**src/rtl/flash_op_pkg.sv**
```systemverilog
package flash_op_pkg;
  typedef enum logic [2:0] {
    OPC_NONE, OPC_BULK, OPC_ROWS, OPC_QUAD, OPC_PROG, OPC_CFGE
  } opc_e;

  localparam logic [1:0] SEL_CODE = 2'b00;
  localparam logic [1:0] SEL_CFG  = 2'b01;
  localparam logic [1:0] SEL_ALL  = 2'b11;

  localparam logic [14:0] CODE_BULK  = 15'h4064;
  localparam logic [14:0] CODE_ROW1  = 15'h4058;
  localparam logic [14:0] CODE_ROW2  = 15'h4059;
  localparam logic [14:0] CODE_ROW4  = 15'h405A;
  localparam logic [14:0] CODE_PROG  = 15'h4004;
  localparam logic [14:0] CODE_CFGE  = 15'h4054;
endpackage

```
**src/rtl/flash_op_decode.sv**
```systemverilog
module flash_op_decode
  import flash_op_pkg::*;
(
  input  logic [14:0] code,
  input  logic        tgt_cfg,
  output opc_e        opc,
  output logic        dec_erase,
  output logic        dec_prog,
  output logic [1:0]  dec_sel,
  output logic [2:0]  dec_rows
);
  logic [1:0] by_addr;
  assign by_addr = tgt_cfg ? SEL_CFG : SEL_CODE;

  always_comb begin
    opc       = OPC_NONE;
    dec_erase = 1'b0;
    dec_prog  = 1'b0;
    dec_sel   = SEL_CODE;
    dec_rows  = 3'd0;
    case (code)
      CODE_BULK: begin opc = OPC_BULK; dec_erase = 1'b1; dec_sel = SEL_ALL; end
      CODE_CFGE: begin opc = OPC_CFGE; dec_erase = 1'b1; dec_sel = SEL_CFG; end
      CODE_ROW1: begin opc = OPC_ROWS; dec_erase = 1'b1; dec_sel = by_addr; dec_rows = 3'd1; end
      CODE_ROW2: begin opc = OPC_ROWS; dec_erase = 1'b1; dec_sel = by_addr; dec_rows = 3'd2; end
      CODE_ROW4: begin opc = OPC_QUAD; dec_erase = 1'b1; dec_sel = by_addr; dec_rows = 3'd4; end
      CODE_PROG: begin opc = OPC_PROG; dec_prog  = 1'b1; dec_sel = by_addr; dec_rows = 3'd1; end
      default: ;
    endcase
  end
endmodule

```
**src/rtl/flash_op_timer.sv**
```systemverilog
module flash_op_timer #(
  parameter int unsigned CW = 8
) (
  input  logic          clk,
  input  logic          rst,
  input  logic          load,
  input  logic [CW-1:0] ld_val,
  output logic          busy,
  output logic          done
);
  logic [CW-1:0] cnt;

  always_ff @(posedge clk) begin
    if (rst) begin
      busy <= 1'b0;
      cnt  <= '0;
    end else if (load) begin
      busy <= 1'b1;
      cnt  <= ld_val;
    end else if (busy) begin
      if (cnt == '0) busy <= 1'b0;
      else           cnt  <= cnt - 1'b1;
    end
  end

  assign done = busy && (cnt == '0);

  assert_load_busy_R7: assert property (@(posedge clk) disable iff (rst)
    load |=> busy);
  assert_done_idle_R7: assert property (@(posedge clk) disable iff (rst)
    (done && !load) |=> !busy);
endmodule

```
**src/rtl/flash_op_ctrl.sv**
```systemverilog
module flash_op_ctrl
  import flash_op_pkg::*;
#(
  parameter int unsigned BULK_CYC = 500000,
  parameter int unsigned QUAD_CYC = 500000,
  parameter int unsigned ROW_CYC  = 300000,
  parameter int unsigned PROG_CYC = 200000,
  parameter int unsigned CFGE_CYC = 500000
) (
  input  logic        clk,
  input  logic        rst,
  input  logic        wr_en,
  input  logic [15:0] wr_data,
  input  logic        tgt_cfg,
  output logic [15:0] ctrl_q,
  output logic        err_q,
  output logic        arr_erase,
  output logic        arr_prog,
  output logic [1:0]  arr_sel,
  output logic [2:0]  arr_rows
);
  localparam int unsigned MAX_A = (BULK_CYC > QUAD_CYC) ? BULK_CYC : QUAD_CYC;
  localparam int unsigned MAX_B = (ROW_CYC > PROG_CYC) ? ROW_CYC : PROG_CYC;
  localparam int unsigned MAX_C = (MAX_A > MAX_B) ? MAX_A : MAX_B;
  localparam int unsigned MAXD  = (MAX_C > CFGE_CYC) ? MAX_C : CFGE_CYC;
  localparam int unsigned CW    = $clog2(MAXD + 1);

  opc_e          opc;
  logic          dec_erase, dec_prog;
  logic [1:0]    dec_sel;
  logic [2:0]    dec_rows;
  logic [CW-1:0] dur_m1;
  logic          accept, start_ok, start_bad, busy, done;
  logic [15:0]   ctrl_r;
  logic          err_r, rej_r, erase_r, prog_r;
  logic [1:0]    sel_r;
  logic [2:0]    rows_r;

  flash_op_decode u_dec (
    .code(wr_data[14:0]), .tgt_cfg(tgt_cfg), .opc(opc),
    .dec_erase(dec_erase), .dec_prog(dec_prog),
    .dec_sel(dec_sel), .dec_rows(dec_rows)
  );

  always_comb begin
    case (opc)
      OPC_BULK: dur_m1 = CW'(BULK_CYC - 1);
      OPC_QUAD: dur_m1 = CW'(QUAD_CYC - 1);
      OPC_ROWS: dur_m1 = CW'(ROW_CYC - 1);
      OPC_PROG: dur_m1 = CW'(PROG_CYC - 1);
      OPC_CFGE: dur_m1 = CW'(CFGE_CYC - 1);
      default:  dur_m1 = '0;
    endcase
  end

  assign accept    = wr_en && !ctrl_r[15];
  assign start_ok  = accept && wr_data[15] && (opc != OPC_NONE);
  assign start_bad = accept && wr_data[15] && (opc == OPC_NONE);

  flash_op_timer #(.CW(CW)) u_tmr (
    .clk(clk), .rst(rst), .load(start_ok), .ld_val(dur_m1),
    .busy(busy), .done(done)
  );

  always_ff @(posedge clk) begin
    if (rst) begin
      ctrl_r  <= '0;
      err_r   <= 1'b0;
      rej_r   <= 1'b0;
      erase_r <= 1'b0;
      prog_r  <= 1'b0;
      sel_r   <= SEL_CODE;
      rows_r  <= '0;
    end else begin
      if (accept) begin
        ctrl_r <= wr_data;
        err_r  <= start_bad;
        rej_r  <= start_bad;
      end
      if (start_ok) begin
        erase_r <= dec_erase;
        prog_r  <= dec_prog;
        sel_r   <= dec_sel;
        rows_r  <= dec_rows;
      end else if (done) begin
        ctrl_r[15] <= 1'b0;
        erase_r    <= 1'b0;
        prog_r     <= 1'b0;
        sel_r      <= SEL_CODE;
        rows_r     <= '0;
      end
      if (rej_r) begin
        ctrl_r[15] <= 1'b0;
        rej_r      <= 1'b0;
      end
    end
  end

  assign ctrl_q    = ctrl_r;
  assign err_q     = err_r;
  assign arr_erase = erase_r;
  assign arr_prog  = prog_r;
  assign arr_sel   = sel_r;
  assign arr_rows  = rows_r;

  assert_strobe_excl_R3: assert property (@(posedge clk) disable iff (rst)
    !(arr_erase && arr_prog));
  assert_strobe_start_R7: assert property (@(posedge clk) disable iff (rst)
    (arr_erase || arr_prog) |-> ctrl_q[15]);
  assert_write_ignored_R8: assert property (@(posedge clk) disable iff (rst)
    (ctrl_q[15] && wr_en) |=> $stable(ctrl_q[14:0]));
  assert_reject_clears_R9: assert property (@(posedge clk) disable iff (rst)
    (err_q && ctrl_q[15]) |=> (!ctrl_q[15] && !arr_erase && !arr_prog));
  assert_busy_match_R7: assert property (@(posedge clk) disable iff (rst)
    busy |-> (ctrl_q[15] && (arr_erase || arr_prog)));
endmodule

```
**config.mk**
```make
export PLATFORM = sky130hd
export DESIGN_NAME = flash_op_ctrl
export DESIGN_NICKNAME = d
export VERILOG_FILES = /design/src/rtl/flash_op_pkg.sv /design/src/rtl/flash_op_decode.sv /design/src/rtl/flash_op_timer.sv /design/src/rtl/flash_op_ctrl.sv
export SDC_FILE = /design/constraint.sdc
export NUM_CORES = 1
export LEC_CHECK = 0
export BUFFER_PORTS_ARGS = -buffer_cell sky130_fd_sc_hd__buf_2
export CAP_MARGIN = 20
export CORE_UTILIZATION = 59
export DETAILED_ROUTE_END_ITERATION = 7
export PLACE_DENSITY = 0.84
export SETUP_SLACK_MARGIN = 0.15
export SLEW_MARGIN = 10
export SYNTH_ARGS = -nofsm -noshare
export SYNTH_HDL_FRONTEND = slang
export SYNTH_SLANG_ARGS = --single-unit
```
**constraint.sdc**
```tcl
create_clock -name clk -period 3.6 [get_ports clk]
set_clock_uncertainty 0.05 [all_clocks]
set_input_delay 0.72 -clock clk [delete_from_list [all_inputs] [get_ports clk]]
set_output_delay 0.72 -clock clk [all_outputs]
set_load 0.05 [all_outputs]
```
==> flow_summary_export.csv, run 1 <==
group,metric,value,unit
cts,clockRootBuffer,"clkbuf_8",
yosys,yosys.area.top_type,"dfxtp_1",
timing,tightest_slew,0.7125,ns
detailed_routing,top_layer,"met4",
floorplanning,die_y,64.82,µm
floorplanning,die_area,0.004202,mm²
grt,grt_max_degree,40,
placement,dp_hpwl,4.063,mm
grt,grt_pass1_wl,9.577,mm
layout,n_antenna_cell,0,
detailed_routing,wirelength,5.871,mm
floorplanning,start_util,62.66,%
worst_setup_path,end_kind,"flop",
timing,finalSetupTns,0,ns
timing,maxSlewViolCount,0,
detailed_routing,ant_nets,0,
timing,grt_setup_unrepaired,"false",
cts,numCtsBuffers,5,
cts,htree_levels,2,
placement,portBuffers,43,
worst_setup_path,slowest_delay,0.59,ns
cts,cts.sinks,45,
cts,clk_pin_slew,0.08,ns
yosys,synth_seq_cells,45,
worst_setup_path,critPathKind,"in -> reg",
yosys,synth-main-ff-cell,"dfxtp_1",
cts,cts_tree,"done",
yosys,syn_avg_cell_area,8.199,µm²
yosys,synth_area,0.002328,mm²
yosys,yosys-top-cells-area,"dfxtp_1 39%, nand2_1 6.6%, a21oi_1 6.2%, a31oi_1 3.2%, nand3_1 3.2%",
yosys,synth_warnings,0,
placement,placed_cell_area,0.002540,mm²
timing,min_period,2.665,ns
yosys,synth-async-reset-ratio,0,%
power,irDropWorstVdd,0.2771,mV
power,powerDensity,370.9,mW/mm²
timing,max_clock_freq,375.2,MHz
yosys,yosys.cell_types.count,58,
grt,overflow,0,
detailed_routing,vias_per_cell,6.348,
detailed_routing,drc,0,
cts,ctsResizeCount,0,
run,maxCapViolations,0,
worst_setup_path,crit_required,3.79,ns
yosys,netlist.area_leader.share,38.69,%
cts,cts_setup_buffers,0,
grt,grt_usage,29.48,%
floorplanning,num_rows,22,
grt,grt_pass1_vias,2000,
detailed_routing,wl_per_cell,15.95,µm
detailed_routing,routed-wl-met3,450,µm
detailed_routing,met1_length,2.730,mm
layout,fin_nets,340,
yosys,synth_most_common_cell,"dfxtp_1",
worst_setup_path,crit_path_start_kind,"input port",
yosys,netlist_instances,284,
placement,gp_congestion,0.9042,
floorplanning,die_w,64.82,µm
yosys,ys_top_cells_by_count,"45 x dfxtp_1, 41 x nand2_1, 29 x a21oi_1, 15 x nand3_1, 15 x nor2_1",
layout,stdcell_area,0.002641,mm²
status,status,"completed",
worst_setup_path,worstPathMaxFanout,22,
worst_setup_path,path_cells,"buf_2 > nor4_1 > nand4_2 > a31o_2 > a2111oi_2 > mux2i_1",
layout,drive_gt1_share,22.50,%
timing,setup_viol_count_final,0,
floorplanning,io_pins,44,
detailed_routing,route.met2.wl,2.615,mm
worst_setup_path,cp_data_arrival_time,2.86,ns
worst_setup_path,crit_family,"simple AND/OR/NAND/NOR gates",
worst_setup_path,path_buf_inv,1,
layout,utilization,71.08,%
yosys,synth_nets,305,
grt,antenna_found_initial,0,
floorplanning,core_area,0.003716,mm²
timing,slew_headroom,52.50,%
cts,holdBufCountCts,0,
worst_setup_path,critPathSlowestCell,"nor4_1",
hold_path,min_path_type,"reg -> reg",
layout,syn2layout_area_growth,13.43,%
detailed_routing,firstDrtPassIters,4,
cts,clock_path_buffers,2,
cts,worstSkewPairLatency,0.31,ns
timing,period_share,74.03,%
power,p_leak,1.061,nW
yosys,synth-edff-count,0,
detailed_routing,drtIter0Drc,186,
detailed_routing,vias,2336,
timing,finalHoldViolations,0,
yosys,yosysSeqAreaShare,38.69,%
layout,fillCellCount,313,
==> worst reg2reg max path, delay by kind of cell (launching register included) <==
kind	cells	cell delay [ns]
buf+inv	1	0.07
compound gates	2	0.76
simple gates	3	1.07
flops	1	0.36
fa+ha+maj	1	0.21
==> cells in the final DEF, fill, tap and decap left out, types with 6 or more instances in the layout <==
cell type and n:
a21oi_1 29, a31oi_1 12, buf_2 43, clkbuf_8 7, dfxtp_1 45, inv_1 6, nand2_1 41, nand3_1 15
nor2_1 15, nor3_1 12, or3_1 6
==> state kept, by name (all words and copies together), names as in the netlist <==
signal and count:
arr_erase 1, arr_prog 1, arr_rows 3, arr_sel 2, ctrl_q 16, err_q 1
rej_r 1, u_tmr.busy 1, u_tmr.cnt 19
==> report_power, final <==
part | switching [mW] | internal, mW
sequential | 0.00627 | 0.510
combinational | 0.0896 | 0.0314
clock | 0.169 | 0.173
total | 0.265 | 0.715
==> per-stage QoR <==
| step | power, mW | cells | worst slack (ns) | hold WS (ns) |
|---|---|---|---|---|
| after floorplan | 0.6121 | 284 | 1.164 | 0.3512 |
| after global placement | 0.6454 | 360 | 0.7424 | 0.3620 |
| after detailed placement | 0.6478 | 360 | 0.6191 | 0.3683 |
| after CTS | 0.9824 | 368 | 0.9475 | 0.3795 |
| after global routing | 1.013 | 368 | 0.7183 | 0.3932 |
| final | 0.9797 | 368 | 0.9348 | 0.3771 |
==> cell families (layout without fill, tap and decap cells) <==
group / after synthesis / after routing / synth area share (%)
compound gates: 86 / 86 / 26.06
xor+xnor: 5 / 5 / 1.881
fa+ha+maj: 1 / 1 / 0.5373
buf+inv: 22 / 58 / 4.030
flops: 45 / 45 / 38.69
mux: 2 / 2 / 0.8598
simple gates: 123 / 123 / 27.94
==> worst paths after layout <==
check / cells past startpoint / end / startpoint / slack [ns]
setup / recovery: 6 / u_tmr.cnt[14]$_SDFFE_PP0P_ / wr_data[10] / 0.93
hold / removal: 1 / ctrl_q[15]$_SDFF_PP0_ / rej_r$_SDFF_PP0_ / 0.38
setup reg to reg: 7 / u_tmr.cnt[9]$_SDFFE_PP0P_ / u_tmr.cnt[0]$_SDFFE_PP0P_ / 0.98
hold reg to reg: 1 / ctrl_q[15]$_SDFF_PP0_ / rej_r$_SDFF_PP0_ / 0.38
==> metal layers <==
| layer | vias to the layer above | GRT usage, % |
|---|---|---|
| met5 | - | 0 |
| met4 | 0 | 10.00 |
| met3 | 9 | 6.514 |
| met2 | 96 | 42.84 |
| met1 | 1092 | 42.62 |
| li1 | 1139 | - |
==> layout make-up <==
class                   count  area (µm²)  area share, %
inverters                   6       22.52         0.8527
flip-flops and latches     45       900.9          34.11
multi-input cells         217        1334          50.50
clock buffers               7       96.34          3.648
well taps                  48       60.06          2.274
clock inverters             1       5.005         0.1895
repair buffers             44       222.7          8.432
Note: power is estimated with default switching activity, not from simulation.
==> run 2, diff against run 1 <==
--- a/config.mk
+++ b/config.mk
@@ -7,9 +7,9 @@
 export LEC_CHECK = 0
 export BUFFER_PORTS_ARGS = -buffer_cell sky130_fd_sc_hd__buf_2
 export CAP_MARGIN = 20
-export CORE_UTILIZATION = 59
+export CORE_UTILIZATION = 50
 export DETAILED_ROUTE_END_ITERATION = 7
-export PLACE_DENSITY = 0.84
+export PLACE_DENSITY = 0.76
 export SETUP_SLACK_MARGIN = 0.15
 export SLEW_MARGIN = 10
 export SYNTH_ARGS = -nofsm -noshare
==> constraint.sdc (replaced) <==
create_clock -name clk -period 2.3 [get_ports clk]
set_clock_uncertainty 0.05 [all_clocks]
set_input_delay 0.46 -clock clk [delete_from_list [all_inputs] [get_ports clk]]
set_output_delay 0.46 -clock clk [all_outputs]
set_load 0.05 [all_outputs]
==> run 2 against run 1 <==
  * Register-to-register slack lost 0.84 ns
  * Highest routed layer unchanged
  * Sequential share of layout area is 2.9 points lower
  * Non-clock buffer count grew 23
  * Utilization fell by 5.4 points
  * Hold slack got worse by 0.034 ns
  * Final area rose by 9.8%
  * Largest power group unchanged
  * Critical endpoint is now u_tmr.cnt[7]$_SDFFE_PP0P_
==> flow_summary_export.csv, run 2 (same netlist as run 1, synthesis figures left out) <==
group,metric,value,unit
status,status,"completed",
placement,dp_hpwl,4.336,mm
floorplanning,die_w,70.24,µm
grt,overflow,0,
timing,maxSlewViolCount,0,
layout,syn2layout_area_growth,24.50,%
floorplanning,num_rows,24,
layout,largest_register_ffs,19,
layout,drive_gt1_share,30.52,%
worst_setup_path,cp_data_arrival_time,2.32,ns
layout,fin_nets,364,
worst_setup_path,crit_required,2.46,ns
power,p_leak,1.198,nW
worst_setup_path,r2r_setup_slack,0.14,ns
layout,utilization,65.67,%
cts,cts.sinks,45,
worst_setup_path,end_kind,"flop",
timing,holdWs,0.3430,ns
worst_setup_path,path_cells,"or4_4 > or3_4 > o21a_4 > o22a_1 > o221a_2",
layout,top_register,"u_tmr.cnt",
detailed_routing,vias,2400,
detailed_routing,drtIter0Drc,167,
timing,setup_ws,0.1380,ns
layout,mostFrequentLayoutCells,"43 x buf_2, 42 x dfxtp_1, 41 x nand2_1",
detailed_routing,drc,0,
grt,grt_pass1_vias,2161,
hold_path,hold_depth,3,
power,irDropWorstVdd,0.4640,mV
floorplanning,io_pins,44,
placement,gp_congestion,0.8668,
cts,htree_levels,2,
timing,setup_viol_count_final,0,
grt,antenna_found_initial,0,
run,maxCapViolations,0,
layout,layout_commonest_cell,"buf_2",
placement,placed_cell_area,0.002720,mm²
cts,clock_path_buffers,2,
worst_setup_path,critPathSlowestCell,"or4_4",
detailed_routing,wirelength,6.016,mm
detailed_routing,ant_nets,0,
detailed_routing,wl_per_cell,15.19,µm
worst_setup_path,r2r-start,"u_tmr.cnt[13]$_SDFFE_PP0P_",
floorplanning,die_area,0.004934,mm²
placement,place_ws,0.02061,ns
grt,grt_pass1_wl,10.01,mm
cts,numCtsBuffers,5,
grt,grt_usage,25.32,%
detailed_routing,firstDrtPassIters,5,
floorplanning,die_y,70.24,µm
detailed_routing,vias_per_cell,6.061,
hold_path,min_path_type,"in -> reg",
layout,n_antenna_cell,0,
floorplanning,start_util,52.75,%
timing,tightest_slew,0.5843,ns
timing,min_period,2.162,ns
power,powerDensity,565.4,mW/mm²
timing,grt_setup_unrepaired,"true",
worst_setup_path,critPathKind,"reg -> reg",
timing,max_clock_freq,462.5,MHz
hold_path,min_from,"wr_data[10]",
placement,portBuffers,43,
cts,clockRootBuffer,"clkbuf_8",
worst_setup_path,r2r_cells,5,
layout,stdcell_area,0.002899,mm²
grt,grt_max_degree,24,
cts,holdBufCountCts,0,
cts,cts_tree,"done",
timing,period_share,94.00,%
worst_setup_path,crit_path_start_kind,"flop",
worst_setup_path,worstReg2RegEnd,"u_tmr.cnt[7]$_SDFFE_PP0P_",
timing,finalSetupTns,0,ns
timing,finalHoldViolations,0,
worst_setup_path,worstPathMaxFanout,7,
timing,slew_headroom,61.05,%
cts,clk_pin_slew,0.08,ns
floorplanning,core_area,0.004414,mm²
worst_setup_path,slowest_delay,0.56,ns
hold_path,whs_endpoint,"ctrl_q[10]$_SDFFE_PP0P_",
cts,worstSkewPairLatency,0.31,ns
## run 2: power by group
part           leakage (nW)  switching (mW)  total, mW  internal (mW)
registers             0.367         0.00973      0.808          0.798
logic                 0.772           0.141      0.197         0.0555
clock network        0.0585           0.280      0.634          0.354
total                  1.20           0.431       1.64           1.21
## run 2: critical path: cells and delay by family (launching register included)
family,cells,cell delay (ns)
compound gates,3,0.69
flops,1,0.33
simple gates,2,0.99
## run 2: area by class of cell
type / instances / area [µm²]
Fill cell: 384 / 1515
Multi-Input combinational cell: 218 / 1383
Sequential cell: 45 / 904.6
Timing Repair Buffer: 67 / 407.9
Clock buffer: 7 / 86.33
Tap cell: 52 / 65.06
Clock inverter: 1 / 30.03
Inverter: 6 / 22.52
## run 2: routing by layer
metal / up-vias / track usage (%) / wire length (µm)
met1: 1102 / 32.70 / 2684
met5: - / 0 / 0
met3: 9 / 5.916 / 374
met2: 101 / 41.16 / 2888
met4: 0 / 8.889 / 68
li1: 1188 / - / -
## run 2: worst max path at each step
stage                                     from                          to  slack (ns)  cells after the start
finish              u_tmr.cnt[13]$_SDFFE_PP0P_   u_tmr.cnt[7]$_SDFFE_PP0P_        0.14                      5
global route        u_tmr.cnt[13]$_SDFFE_PP0P_      arr_erase$_SDFFE_PP0P_        0.09                      6
detailed placement                 wr_data[10]  u_tmr.cnt[14]$_SDFFE_PP0P_        0.02                      7
global placement                   wr_data[10]  u_tmr.cnt[14]$_SDFFE_PP0P_        0.05                      7
floorplan                           wr_data[0]  u_tmr.cnt[11]$_SDFFE_PP0P_        0.15                      7
CTS                  u_tmr.cnt[7]$_SDFFE_PP0P_  u_tmr.cnt[14]$_SDFFE_PP0P_        0.15                      5
## run 2: through the flow
stage,cells,total power [mW]
2_1_floorplan,284,0.9612
3_3_place_gp,384,1.020
3_5_place_dp,384,1.024
4_1_cts,395,1.645
5_1_grt,396,1.695
6_report,396,1.639
## run 2: repair_timing
| item | in CTS | in global routing |
|---|---|---|
| setup endpoints to repair | 3 | 23 |
| resized for setup | 1 | 7 |
| buffers inserted | 2 | 1 |
| pin swaps | 2 | 4 |
| cloned | 1 | 0 |
==> run 3, diff against run 2 <==
--- a/config.mk
+++ b/config.mk
@@ -14,4 +14,5 @@
 export SLEW_MARGIN = 10
 export SYNTH_ARGS = -nofsm -noshare
 export SYNTH_HDL_FRONTEND = slang
+export SYNTH_HIERARCHICAL = 1
 export SYNTH_SLANG_ARGS = --single-unit
==> run 3 against run 2 <==
  * Final cell count is 3.0% higher
  * Final area is 2.9% higher
  * Synthesized area is 4.7% higher
  * Synthesized cell count is 4.2% higher
  * Highest routed layer unchanged
==> flow_summary_export.csv, run 3 <==
group,metric,value,unit
floorplanning,die_w,71.82,µm
detailed_routing,drc,0,
cts,cts_tree,"done",
status,status,"completed",
layout,syn2layout_area_growth,22.38,%
power,powerDensity,528.0,mW/mm²
layout,drive_gt1_share,29.10,%
placement,gp_congestion,0.8181,
layout,n_antenna_cell,0,
floorplanning,die_area,0.005158,mm²
yosys,netlist_instances,296,
cts,htree_levels,2,
cts,holdBufCountCts,0,
timing,min_period,2.063,ns
cts,clockRootBuffer,"clkbuf_8",
yosys,synth_most_common_cell,"dfxtp_1",
yosys,syn_avg_cell_area,8.234,µm²
yosys,ys_top_cells_by_count,"45 x dfxtp_1, 39 x nand2_1, 32 x a21oi_1, 28 x nor2_1",
detailed_routing,drtIter0Drc,99,
timing,slew_headroom,61.08,%
yosys,synth-edff-count,0,
floorplanning,start_util,51.95,%
grt,antenna_found_initial,0,
yosys,yosysSeqAreaShare,36.96,%
power,irDropWorstVdd,0.3356,mV
hold_path,min_path_type,"in -> reg",
yosys,synth-main-ff-cell,"dfxtp_1",
layout,utilization,63.57,%
yosys,synth_seq_cells,45,
yosys,yosys.cell_types.count,61,
hold_path,min_from,"wr_data[14]",
layout,largest_register_ffs,19,
yosys,synth_nets,317,
cts,clock_path_buffers,2,
floorplanning,io_pins,44,
layout,fin_nets,375,
detailed_routing,firstDrtPassIters,4,
timing,tightest_slew,0.5838,ns
detailed_routing,wl_per_cell,13.94,µm
worst_setup_path,cp_data_arrival_time,2.17,ns
timing,setup_viol_count_final,0,
cts,worstSkewPairLatency,0.29,ns
worst_setup_path,r2r-start,"u_tmr/cnt[0]$_SDFFE_PP0P_",
placement,dp_hpwl,4.093,mm
grt,overflow,0,
timing,maxSlewViolCount,0,
power,p_leak,1.233,nW
grt,grt_max_degree,33,
worst_setup_path,cp-startpoint,"wr_data[7]",
worst_setup_path,worstPathMaxFanout,6,
yosys,synth_area,0.002437,mm²
worst_setup_path,crit_path_start_kind,"input port",
floorplanning,core_area,0.004692,mm²
detailed_routing,wirelength,5.687,mm
floorplanning,die_y,71.82,µm
cts,numCtsBuffers,5,
detailed_routing,vias_per_cell,5.674,
timing,period_share,89.70,%
worst_setup_path,critPathKind,"in -> reg",
placement,placed_cells,397,
timing,finalHoldViolations,0,
worst_setup_path,end_kind,"flop",
cts,clk_pin_slew,0.08,ns
timing,finalSetupTns,0,ns
grt,grt_pass1_wl,9.487,mm
cts,cts.sinks,45,
detailed_routing,ant_nets,0,
placement,portBuffers,43,
grt,grt_pass1_vias,2202,
layout,top_register,"u_tmr/cnt",
timing,max_clock_freq,484.7,MHz
grt,grt_usage,23.18,%
layout,mostFrequentLayoutCells,"44 x dfxtp_1, 44 x buf_2, 39 x nand2_1",
detailed_routing,vias,2315,
yosys,netlist.area_leader.share,36.96,%
worst_setup_path,crit_required,2.41,ns
yosys,yosys.area.top_type,"dfxtp_1",
layout,stdcell_count,408,
floorplanning,num_rows,25,
yosys,synth_warnings,6,
run,maxCapViolations,0,
yosys,yosys-top-cells-area,"dfxtp_1 37%, a21oi_1 6.6%, nand2_1 6.0%, nor2_1 4.3%, xnor2_1 3.6%",
yosys,synth-async-reset-ratio,0,%
timing,grt_setup_unrepaired,"true",
==> run 3: final cells by class <==
cell class | count | area, µm²
tap | 54 | 67.56
fill | 427 | 1709
sequential | 45 | 902.1
timing repair buffer | 68 | 420.4
clock buffer | 5 | 68.82
multi-input combinational | 228 | 1466
inverter | 6 | 22.52
clock inverter | 2 | 35.03
==> run 3: stage by stage <==
step | total power [mW] | setup WS [ns] | instance area (µm²) | hold WS, ns
floorplan | 0.9517 | 0.1415 | 2462 | 0.4071
finish | 1.575 | 0.2369 | 2983 | 0.3642
global placement | 1.009 | -0.03006 | 2819 | 0.3910
CTS | 1.587 | 0.2174 | 2923 | 0.3593
global route | 1.637 | 0.08205 | 2983 | 0.3728
detailed placement | 1.012 | -0.08590 | 2819 | 0.3946
==> run 3: worst paths after layout <==
kind / to / slack, ns / depth (start not counted)
min: ctrl_q[14]$_SDFFE_PP0P_ / 0.36 / 3
min reg2reg: ctrl_q[7]$_SDFFE_PP0P_ / 0.40 / 2
max reg2reg: u_tmr/cnt[4]$_SDFFE_PP0P_ / 0.30 / 8
max: u_tmr/cnt[2]$_SDFFE_PP0P_ / 0.24 / 11
==> run 3: timing repair <==
action | 4_1_cts | 5_1_grt
gates resized for setup | 0 | 9
buffers inserted | 0 | 3
endpoints found under the setup margin | 0 | 25
==> run 3: critical path, stage by stage <==
cell and delay, ns:
buf_2 0.12, nor4_4 0.34, nand4_1 0.16, buf_4 0.18, o21ai_4 0.14, buf_6 0.13, nor2_1 0.06, and2_4 0.18
or2_4 0.26, nor2_1 0.09, a211oi_1 0.05
==> run 3: power breakdown <==
part	leakage [nW]	switching (mW)	total, mW	internal [mW]
clock	0.0540	0.265	0.581	0.316
sequential	0.366	0.0101	0.807	0.797
combinational	0.813	0.134	0.186	0.0522
==> run 3: layer usage <==
| layer | vias up | wire [µm] | share of wire [%] | track usage [%] |
|---|---|---|---|---|
| met5 | - | 0 | 0 | 0 |
| met4 | 0 | 63 | 1.1 | 6.754 |
| met3 | 8 | 229 | 4.0 | 4.923 |
| met2 | 49 | 2941 | 52 | 41.72 |
| met1 | 1088 | 2452 | 43 | 27.68 |
| li1 | 1170 | - | - | - |
==> run 3: cells by family after synthesis <==
group | count (synthesis) | synth area share (%)
and+or+nand+nor | 138 | 32.75
AOI/OAI and AO/OA | 75 | 20.28
DFF | 45 | 36.96
buffers and inverters | 23 | 4.569
xor gates and xnor gates | 11 | 3.953
muxes | 2 | 0.8214
adders and majority gates | 1 | 0.5133
other | 1 | 0.1539
